**config.mk**
```make
export PLATFORM = sky130hd
export DESIGN_NAME = burst_len_limiter
export DESIGN_NICKNAME = d
export VERILOG_FILES = /design/src/rtl/blim_pkg.sv /design/src/rtl/blim_xfer_counter.sv /design/src/rtl/blim_activity_timer.sv /design/src/rtl/blim_stop_eval.sv /design/src/rtl/burst_len_limiter.sv
export SDC_FILE = /design/constraint.sdc
export NUM_CORES = 1
export LEC_CHECK = 0
export BUFFER_PORTS_ARGS = -buffer_cell sky130_fd_sc_hd__buf_2
export CORE_UTILIZATION = 40
export DETAILED_ROUTE_END_ITERATION = 7
export GPL_TIMING_DRIVEN = 1
export PLACE_DENSITY = 0.75
export SYNTH_ARGS = -nofsm -noshare
export SYNTH_HDL_FRONTEND = slang
export SYNTH_SLANG_ARGS = --single-unit
```
**constraint.sdc**
```tcl
create_clock -name clk -period 6.2 [get_ports clk]
set_input_delay 0.31 -clock clk [delete_from_list [all_inputs] [get_ports clk]]
set_output_delay 0.31 -clock clk [all_outputs]
set_load 0.005 [all_outputs]
```
**src/rtl/blim_pkg.sv**
```systemverilog
package blim_pkg;
  typedef enum logic [1:0] {
    ST_IDLE = 2'd0,
    ST_REQ  = 2'd1,
    ST_OWN  = 2'd2,
    ST_HOLD = 2'd3
  } blim_state_e;

  typedef enum logic [1:0] {
    RSN_COUNT   = 2'd0,
    RSN_WMARK   = 2'd1,
    RSN_TIMER   = 2'd2,
    RSN_LATENCY = 2'd3
  } blim_reason_e;
endpackage

```
**src/rtl/blim_xfer_counter.sv**
```systemverilog
module blim_xfer_counter #(
  parameter int CNT_W         = 8,
  parameter int DEFAULT_LIMIT = 16
) (
  input  logic             clk,
  input  logic             rst,
  input  logic             limit_we,
  input  logic [CNT_W-1:0] limit_wdata,
  input  logic             clear,
  input  logic             step,
  input  logic             count_en,
  output logic [CNT_W-1:0] count,
  output logic             limit_hit
);
  localparam logic [CNT_W-1:0] RST_LIMIT = CNT_W'(DEFAULT_LIMIT);
  localparam logic [CNT_W-1:0] ONE       = CNT_W'(1);

  logic [CNT_W-1:0] limit_q;
  logic [CNT_W-1:0] cnt_q;
  logic [CNT_W-1:0] eff_limit;
  logic [CNT_W:0]   cnt_after;

  always_ff @(posedge clk) begin
    if (rst) limit_q <= RST_LIMIT;
    else if (limit_we) limit_q <= limit_wdata;
  end

  always_ff @(posedge clk) begin
    if (rst) cnt_q <= '0;
    else if (clear) cnt_q <= '0;
    else if (step) cnt_q <= cnt_q + ONE;
  end

  always_comb begin
    eff_limit = (limit_q == '0) ? ONE : limit_q;
    cnt_after = {1'b0, cnt_q} + {{CNT_W{1'b0}}, step};
    limit_hit = count_en && (cnt_after >= {1'b0, eff_limit});
  end

  assign count = cnt_q;
endmodule

```
**src/rtl/blim_activity_timer.sv**
```systemverilog
module blim_activity_timer #(
  parameter int TMR_W = 8
) (
  input  logic             clk,
  input  logic             rst,
  input  logic             reload,
  input  logic [TMR_W-1:0] start_val,
  input  logic             run,
  output logic             expired
);
  logic [TMR_W-1:0] tmr_q;

  always_ff @(posedge clk) begin
    if (rst) tmr_q <= '0;
    else if (reload) tmr_q <= start_val;
    else if (run && (tmr_q != '0)) tmr_q <= tmr_q - TMR_W'(1);
  end

  assign expired = (tmr_q == '0);
endmodule

```
**src/rtl/blim_stop_eval.sv**
```systemverilog
module blim_stop_eval
  import blim_pkg::*;
#(
  parameter int LVL_W = 6
) (
  input  logic             owning,
  input  logic             dir_write,
  input  logic             count_hit,
  input  logic             timer_hit,
  input  logic             latency_hit,
  input  logic [LVL_W-1:0] tx_level,
  input  logic [LVL_W-1:0] tx_high_wm,
  input  logic [LVL_W-1:0] rx_level,
  input  logic [LVL_W-1:0] rx_low_wm,
  output logic             stop,
  output logic             latency_only,
  output blim_reason_e     reason
);
  logic wmark_hit;

  always_comb begin
    wmark_hit = dir_write ? (rx_level <= rx_low_wm) : (tx_level >= tx_high_wm);
    reason    = RSN_LATENCY;
    if (count_hit)      reason = RSN_COUNT;
    else if (wmark_hit) reason = RSN_WMARK;
    else if (timer_hit) reason = RSN_TIMER;
    stop         = owning && (count_hit || wmark_hit || timer_hit || latency_hit);
    latency_only = !(count_hit || wmark_hit || timer_hit);
  end
endmodule

```
**src/rtl/burst_len_limiter.sv**
```systemverilog
module burst_len_limiter
  import blim_pkg::*;
#(
  parameter int CNT_W         = 8,
  parameter int TMR_W         = 8,
  parameter int LVL_W         = 6,
  parameter int DEFAULT_LIMIT = 16
) (
  input  logic             clk,
  input  logic             rst,
  input  logic             cfg_mode,
  input  logic             limit_we,
  input  logic [CNT_W-1:0] limit_wdata,
  input  logic [TMR_W-1:0] cfg_timer_start,
  input  logic             dma_req,
  input  logic             dma_dir,
  input  logic [LVL_W-1:0] tx_level,
  input  logic [LVL_W-1:0] tx_high_wm,
  input  logic [LVL_W-1:0] rx_level,
  input  logic [LVL_W-1:0] rx_low_wm,
  input  logic             xfer_done,
  input  logic             bus_grant,
  input  logic             preempt,
  input  logic             lat_expired,
  output logic             bus_req,
  output logic             burst_active,
  output logic             burst_end,
  output logic [1:0]       end_reason,
  output logic [CNT_W-1:0] xfer_count
);
  blim_state_e  state_q;
  logic         dir_q;
  logic         end_q;
  blim_reason_e reason_q;

  logic         owning;
  logic         start_burst;
  logic         take_grant;
  logic         cnt_step;
  logic         cnt_hit;
  logic         tmr_hit;
  logic         lat_hit;
  logic         stop;
  logic         lat_only;
  blim_reason_e stop_reason;

  assign owning      = (state_q == ST_OWN) || (state_q == ST_HOLD);
  assign start_burst = (state_q == ST_IDLE) && dma_req;
  assign take_grant  = (state_q == ST_REQ) && bus_grant;
  assign cnt_step    = owning && xfer_done && !cfg_mode;
  assign lat_hit     = (state_q == ST_HOLD) && lat_expired;

  blim_xfer_counter #(
    .CNT_W(CNT_W),
    .DEFAULT_LIMIT(DEFAULT_LIMIT)
  ) u_counter (
    .clk(clk),
    .rst(rst),
    .limit_we(limit_we),
    .limit_wdata(limit_wdata),
    .clear(start_burst),
    .step(cnt_step),
    .count_en(!cfg_mode),
    .count(xfer_count),
    .limit_hit(cnt_hit)
  );

  blim_activity_timer #(
    .TMR_W(TMR_W)
  ) u_timer (
    .clk(clk),
    .rst(rst),
    .reload(take_grant),
    .start_val(cfg_timer_start),
    .run(owning),
    .expired(tmr_hit)
  );

  blim_stop_eval #(
    .LVL_W(LVL_W)
  ) u_stop (
    .owning(owning),
    .dir_write(dir_q),
    .count_hit(cnt_hit),
    .timer_hit(tmr_hit),
    .latency_hit(lat_hit),
    .tx_level(tx_level),
    .tx_high_wm(tx_high_wm),
    .rx_level(rx_level),
    .rx_low_wm(rx_low_wm),
    .stop(stop),
    .latency_only(lat_only),
    .reason(stop_reason)
  );

  always_ff @(posedge clk) begin
    if (rst) begin
      state_q  <= ST_IDLE;
      dir_q    <= 1'b0;
      end_q    <= 1'b0;
      reason_q <= RSN_COUNT;
    end else begin
      end_q <= 1'b0;
      case (state_q)
        ST_IDLE: begin
          if (dma_req) begin
            dir_q   <= dma_dir;
            state_q <= ST_REQ;
          end
        end
        ST_REQ: begin
          if (bus_grant) state_q <= ST_OWN;
        end
        default: begin
          if (stop) begin
            end_q    <= 1'b1;
            reason_q <= stop_reason;
            state_q  <= lat_only ? ST_REQ : ST_IDLE;
          end else if ((state_q == ST_OWN) && preempt) begin
            state_q <= ST_HOLD;
          end
        end
      endcase
    end
  end

  assign bus_req      = (state_q == ST_REQ);
  assign burst_active = owning;
  assign burst_end    = end_q;
  assign end_reason   = reason_q;
endmodule

```
Yosys cells after proc, flatten, opt, wreduce, memory -nomap -nowiden
Cells that the tools add are included.
{"block": "word_totals", "ff_bits": 30, "input_bits": 50, "output_inout_bits": 13, "word_cells": 59}
{"block": "op_classes", "addsub": 3, "order_cmp": 3, "n_eq_ne": 5, "muxes": 14, "bitwise_logic": 1, "n_reduce_logical": 26}
{"cell": "$mux 8", "n": 3}
{"cell": "$logic_not 8->1", "n": 2}
{"cell": "$mux 2", "n": 6}
{"cell": "$add 8x1->9", "n": 1}
{"cell": "$ge 9x8->1", "n": 1}
{"cell": "$logic_and 1x1->1", "n": 9}
{"cell": "$add 8x1->8 const B", "n": 1}
{"cell": "$reduce_bool 8->1", "n": 1}
{"cell": "$sub 8x1->8 const B", "n": 1}
{"cell": "$ge 6x6->1", "n": 1}
{"cell": "$le 6x6->1", "n": 1}
{"cell": "$eq 2x2->1 const B", "n": 2}
{"cell": "$logic_or 1x1->1", "n": 4}
{"cell": "$mux 1", "n": 4}
{"cell": "$ne 2x2->1 const B", "n": 2}
{"cell": "$pmux 2 s2", "n": 1}
{"cell": "$reduce_and 2->1", "n": 2}
{"cell": "$reduce_bool 4->1", "n": 1}
{"cell": "$reduce_or 2->1", "n": 2}
{"cell": "$reduce_and 3->1", "n": 1}
{"cell": "$reduce_or 3->1", "n": 1}
{"cell": "$eq 2x1->1 const B", "n": 1}
{"cell": "$logic_not 2->1", "n": 1}
{"cell": "$reduce_bool 2->1", "n": 1}
{"cell": "other kinds (2)", "n": 2}

Longest topological paths before layout
{"block": "depth", "word_depth": 13, "ltp_mapped": 14, "ltp_nobuf": 13}

Hierarchy
From an unflattened synthesis, not the netlist that was laid out.
{"block": "hier_totals", "cells_unflattened": 257, "area_unflattened_um2": 2120.8}
{"module": "blim_xfer_counter", "n_inst": 1, "cells_per_inst": 115, "area_per_inst_um2": 964.7, "seq_area_each_um2": 320.3}
{"module": "blim_activity_timer", "n_inst": 1, "cells_per_inst": 59, "area_per_inst_um2": 515.5, "seq_area_each_um2": 160.2}
{"module": "blim_stop_eval", "n_inst": 1, "cells_per_inst": 48, "area_per_inst_um2": 350.3, "seq_area_each_um2": 0.0}
{"module": "burst_len_limiter", "n_inst": 1, "cells_per_inst": 35, "area_per_inst_um2": 290.3, "seq_area_each_um2": 120.1}

Least setup slack after synthesis
No wires, ideal clock.
{"block": "synth_timing", "path_kind": "flip-flop to flip-flop", "from": "register state_q[1]", "to": "register end_q, in the netlist burst_end", "t_arrival_ns": 2.649, "required_ns": 6.078, "slack_ns": 3.429, "path_stages_with_launch": 14, "n_path_buf": 1, "cell_sequence": "dfxtp_1 -> and3_1 -> buf_2 -> ha_1 -> ha_1 -> nand3_1 -> nor2_1 -> xor2_1 -> ha_1 -> nor2_1 -> nor3_1 -> a221o_1 -> a31o_1 -> o311a_1"}
{"block": "synth_via", "elab_chain_len": 12, "word_cells_on_any_way": 17, "cone_classes": "add/sub: 1; order compare: 1; eq/ne: 3; mux: 1; reduce/logical: 11"}
{"item": "start, declared", "line_no": "burst_len_limiter.sv:31", "text": "blim_state_e state_q;"}
{"item": "start signal, assigned", "line_no": "burst_len_limiter.sv:118", "text": "state_q <= lat_only ? ST_REQ : ST_IDLE;"}
{"item": "$eq 2x2->1 (on tied branches)", "line_no": "burst_len_limiter.sv:47, burst_len_limiter.sv:51"}
{"item": "$logic_or 1x1->1", "line_no": "burst_len_limiter.sv:47", "text": "assign owning = (state_q == ST_OWN) || (state_q == ST_HOLD);"}
{"item": "$logic_and 1x1->1 (2 in a row)", "line_no": "burst_len_limiter.sv:50", "text": "assign cnt_step = owning && xfer_done && !cfg_mode;"}
{"item": "$add 8x1->9", "line_no": "blim_xfer_counter.sv:36", "text": "cnt_after = {1'b0, cnt_q} + {{CNT_W{1'b0}}, step};"}
{"item": "$ge 9x8->1", "line_no": "blim_xfer_counter.sv:37", "text": "limit_hit = count_en && (cnt_after >= {1'b0, eff_limit});"}
{"item": "$logic_and 1x1->1", "line_no": "blim_xfer_counter.sv:37"}
{"item": "$logic_or 1x1->1 (3 in a row)", "line_no": "blim_stop_eval.sv:27", "text": "stop = owning && (count_hit || wmark_hit || timer_hit || latency_hit);"}
{"item": "$logic_and 1x1->1", "line_no": "blim_stop_eval.sv:27"}
{"item": "$mux 1", "line_no": "burst_len_limiter.sv:115", "text": "if (stop) begin"}
{"item": "end signal, assigned", "line_no": "burst_len_limiter.sv:100", "text": "end_q <= 1'b0;"}
{"item": "end signal, assigned", "line_no": "burst_len_limiter.sv:103", "text": "end_q <= 1'b0;"}
{"item": "end signal, assigned", "line_no": "burst_len_limiter.sv:116", "text": "end_q <= 1'b1;"}
{"item": "end, declared", "line_no": "burst_len_limiter.sv:33", "text": "logic end_q;"}
Several ways; a longest one is shown, not always the timed one.
A chain may end at the register's enable or synchronous reset.

Worst setup path in the final report
Ends and elaborated chain as after synthesis.

==> flow_metrics.tcl <==
set metrics [dict create \
    synth_top_family_by_area "simple AND/OR/NAND/NOR gates" \
    cp_slowest_cell "dfxtp_1" \
    hold_buffers 0 \
    initial_utilization_pct 41.9 \
    port_buffers 62 \
    drive_gt1_share_pct 25.3 \
    worst_clock_skew_ns 0.00450 \
    hold_class "input port to flip-flop" \
    synth_fa_ha_area_share_pct 15.1 \
    crit_type "flip-flop to flip-flop" \
    clock_sinks 30 \
    core_area_mm2 0.00475 \
    path_common_cell "ha_1" \
    die_h_um 72.6 \
    path_cells "and3_1 > ha_1 > ha_1 > nand3_1 > nor2_1 > xor2_1 > ha_1 > nor2_1 > nor3_1 > a221o_1 > a31o_1 > o311a_1" \
    slowest_delay_ns 0.61 \
    vdd.ir_drop.worst_mv 0.128 \
    status "completed" \
    synth_area_per_cell_um2 8.37 \
    layout_common_cells "buf_2, dfxtp_1, inv_1" \
    yosysWarnings 0 \
    grtUsageMet1_pct 22.2 \
    synthFlopType "dfxtp_1" \
    path_delay_family "simple AND/OR/NAND/NOR gates" \
    synthMuxAreaShare_pct 4.02 \
    cp_max_fo 15 \
    dr.pass1.iters 4 \
    drv_slew 0 \
    crit_buf_inv 0 \
    grt_max_degree 17 \
    n_antenna_cell 0 \
    postCtsResizedCells 0 \
    synth-seq-cells 30 \
    grt.busiest_layer "met2" \
    synth_cell_type_count 41 \
    grtUsageMet3_pct 4.97 \
    critPathCaptureType "flip-flop" \
    synth_edf_count 0 \
    grtUsageMet2_pct 32.9 \
    vias 1847 \
    utilization_pct 51.0 \
    numCtsBuffers 5 \
    setup_viol 0 \
    path_clk_slew_ns 0.06 \
    fin_setup_tns_ns 0 \
    synth_area_mm2 0.00199 \
    ys_seq_area_share_pct 30.1 \
    syn2layout_area_growth_pct 21.6 \
    synth_nets 312 \
    gr-total-overflow 0 \
    synth-compound-area-share_pct 18.6 \
    finalHoldViolCount 0 \
    clock-root-buffer "clkbuf_8" \
    track_usage_pct 18.6 \
    netlist_instances 238 \
    rsz0062_at_grt "no" \
    post_cts_buffers 0 \
    die_w_um 72.6 \
    grt_pass1_vias 1814 \
    gp_congestion 0.788 \
    slew_headroom_pct 62.6 \
    routedWlPerCell_um 12.2 \
    drcViolationCount 0 \
    nNetsFinal 370 \
    p_per_area_mw_per_mm2 190 \
    synth-xor-area-share_pct 6.15 \
    grt_pass1_wl_um 7730 \
    die-area_mm2 0.00527 \
    ys_async_sr_fraction_pct 0 \
    drtIter0Drc 63 \
    dp.final_hpwl_um 3530 \
    tightest_slew_ns 0.559 \
    cts_tree "done" \
    finalCritPeriodShare_pct 54.5 \
    timing.critical_path.arrival_ns 3.54 \
    antenna_found_initial 0 \
    crit_required_ns 6.36 \
    clock_path_buffers 2 \
    drt-total-wl_um 4450 \
    maxCapViolCount 0 \
    ant_nets 0 \
    final_common_cell "buf_2" \
    viasPerCell 5.09 \
    cp-start-kind "flip-flop" \
    std_cell_rows 25 \
    clk-insertion-delay-late_ns 0.28 \
    cts.htree.levels 2 \
    io_pins 63 \
    synth-simple-area-share_pct 19.0 \
    clock.fmax_mhz 296 \
    p_leak_uw 0.00116 \
    finalCriticalPeriod_ns 3.38 \
]
==> worst paths after layout <==
check / startpoint / endpoint / slack (ns) / cells after the start
worst max register to register: state_q[1] / burst_end / 2.82 / 12
worst max-delay path: state_q[1] / burst_end / 2.82 / 12
worst min register to register: dir_q / dir_q / 0.49 / 2
worst min-delay path: limit_wdata[3] / u_counter.limit_q[3] / 0.27 / 3
==> final cells by class <==
| type | instances | area [um2] |
|---|---|---|
| inverter | 26 | 97.6 |
| fill | 502 | 2330 |
| multi-input combinational | 171 | 1250 |
| clock buffer | 5 | 68.8 |
| clock inverter | 2 | 10.0 |
| tap | 67 | 83.8 |
| timing repair buffer | 62 | 310 |
| sequential | 30 | 601 |
==> cells by family after synthesis <==
logic type      count (synthesis)
flops                          30
buf+inv                        37
fa+ha+maj                      24
simple gates                   74
compound gates                 51
xor+xnor                       14
mux                             8
==> power by group <==
group,internal (uW),switching (uW)
logic,45.1,52.7
clock network,75.1,70.0
registers,204,12.2
total,324,135
==> per-stage QoR <==
stage | hold WS (ns) | std cells | total power, uW | area [um2] | setup slack, ns
6_report | 0.265 | 363 | 459 | 2420 | 2.82
3_5_place_dp | 0.485 | 356 | 318 | 2340 | 2.84
4_1_cts | 0.259 | 363 | 464 | 2420 | 2.81
2_1_floorplan | 0.440 | 238 | 286 | 1990 | 3.43
5_1_grt | 0.285 | 363 | 491 | 2420 | 2.52
3_3_place_gp | 0.470 | 356 | 316 | 2340 | 3.00
==> worst register-to-register path, stage by stage, from the launching register on <==
cell and delay (ns):
dfxtp_1 0.61, and3_1 0.39, ha_1 0.24, ha_1 0.20, nand3_1 0.12, nor2_1 0.20, xor2_1 0.20, ha_1 0.26
nor2_1 0.13, nor3_1 0.07, a221o_1 0.30, a31o_1 0.23, o311a_1 0.33
==> metal layers <==
layer,vias to the layer above,part of all wire [%]
li1,964,-
met3,4,5.5
met5,-,0
met4,0,0.76
met1,829,47
met2,50,47
==> cell usage after synthesis, types with 2 or more instances <==
| cell | n | share of area, % |
|---|---|---|
| nand4_1 | 6 | 1.9 |
| clkbuf_1 | 10 | 1.9 |
| xor2_1 | 9 | 4.0 |
| ha_1 | 24 | 15 |
| nor2_1 | 22 | 4.1 |
| and3_1 | 2 | 0.63 |
| o2111ai_1 | 4 | 1.8 |
| nand2_1 | 16 | 3.0 |
| a311oi_1 | 2 | 0.88 |
| mux2i_1 | 8 | 4.0 |
| a21oi_1 | 12 | 3.0 |
| a211oi_1 | 5 | 1.9 |
| xnor2_1 | 5 | 2.2 |
| o211ai_1 | 3 | 1.1 |
| nand3_1 | 8 | 2.0 |
| dfxtp_1 | 30 | 30 |
| a41o_1 | 2 | 1.0 |
| or3_1 | 6 | 1.9 |
| o21ai_0 | 10 | 2.5 |
| o221a_2 | 2 | 1.1 |
| inv_1 | 26 | 4.9 |
| nor3_1 | 5 | 1.3 |
| nand2b_1 | 3 | 0.94 |
==> sequential cells by signal, summed over array words and instances, names as in the netlist <==
register and flops:
u_counter.count 8, end_reason 2, u_counter.limit_q 8, u_timer.tmr_q 8, state_q 2, dir_q 1, burst_end 1
(Power assumes the default switching activity.)
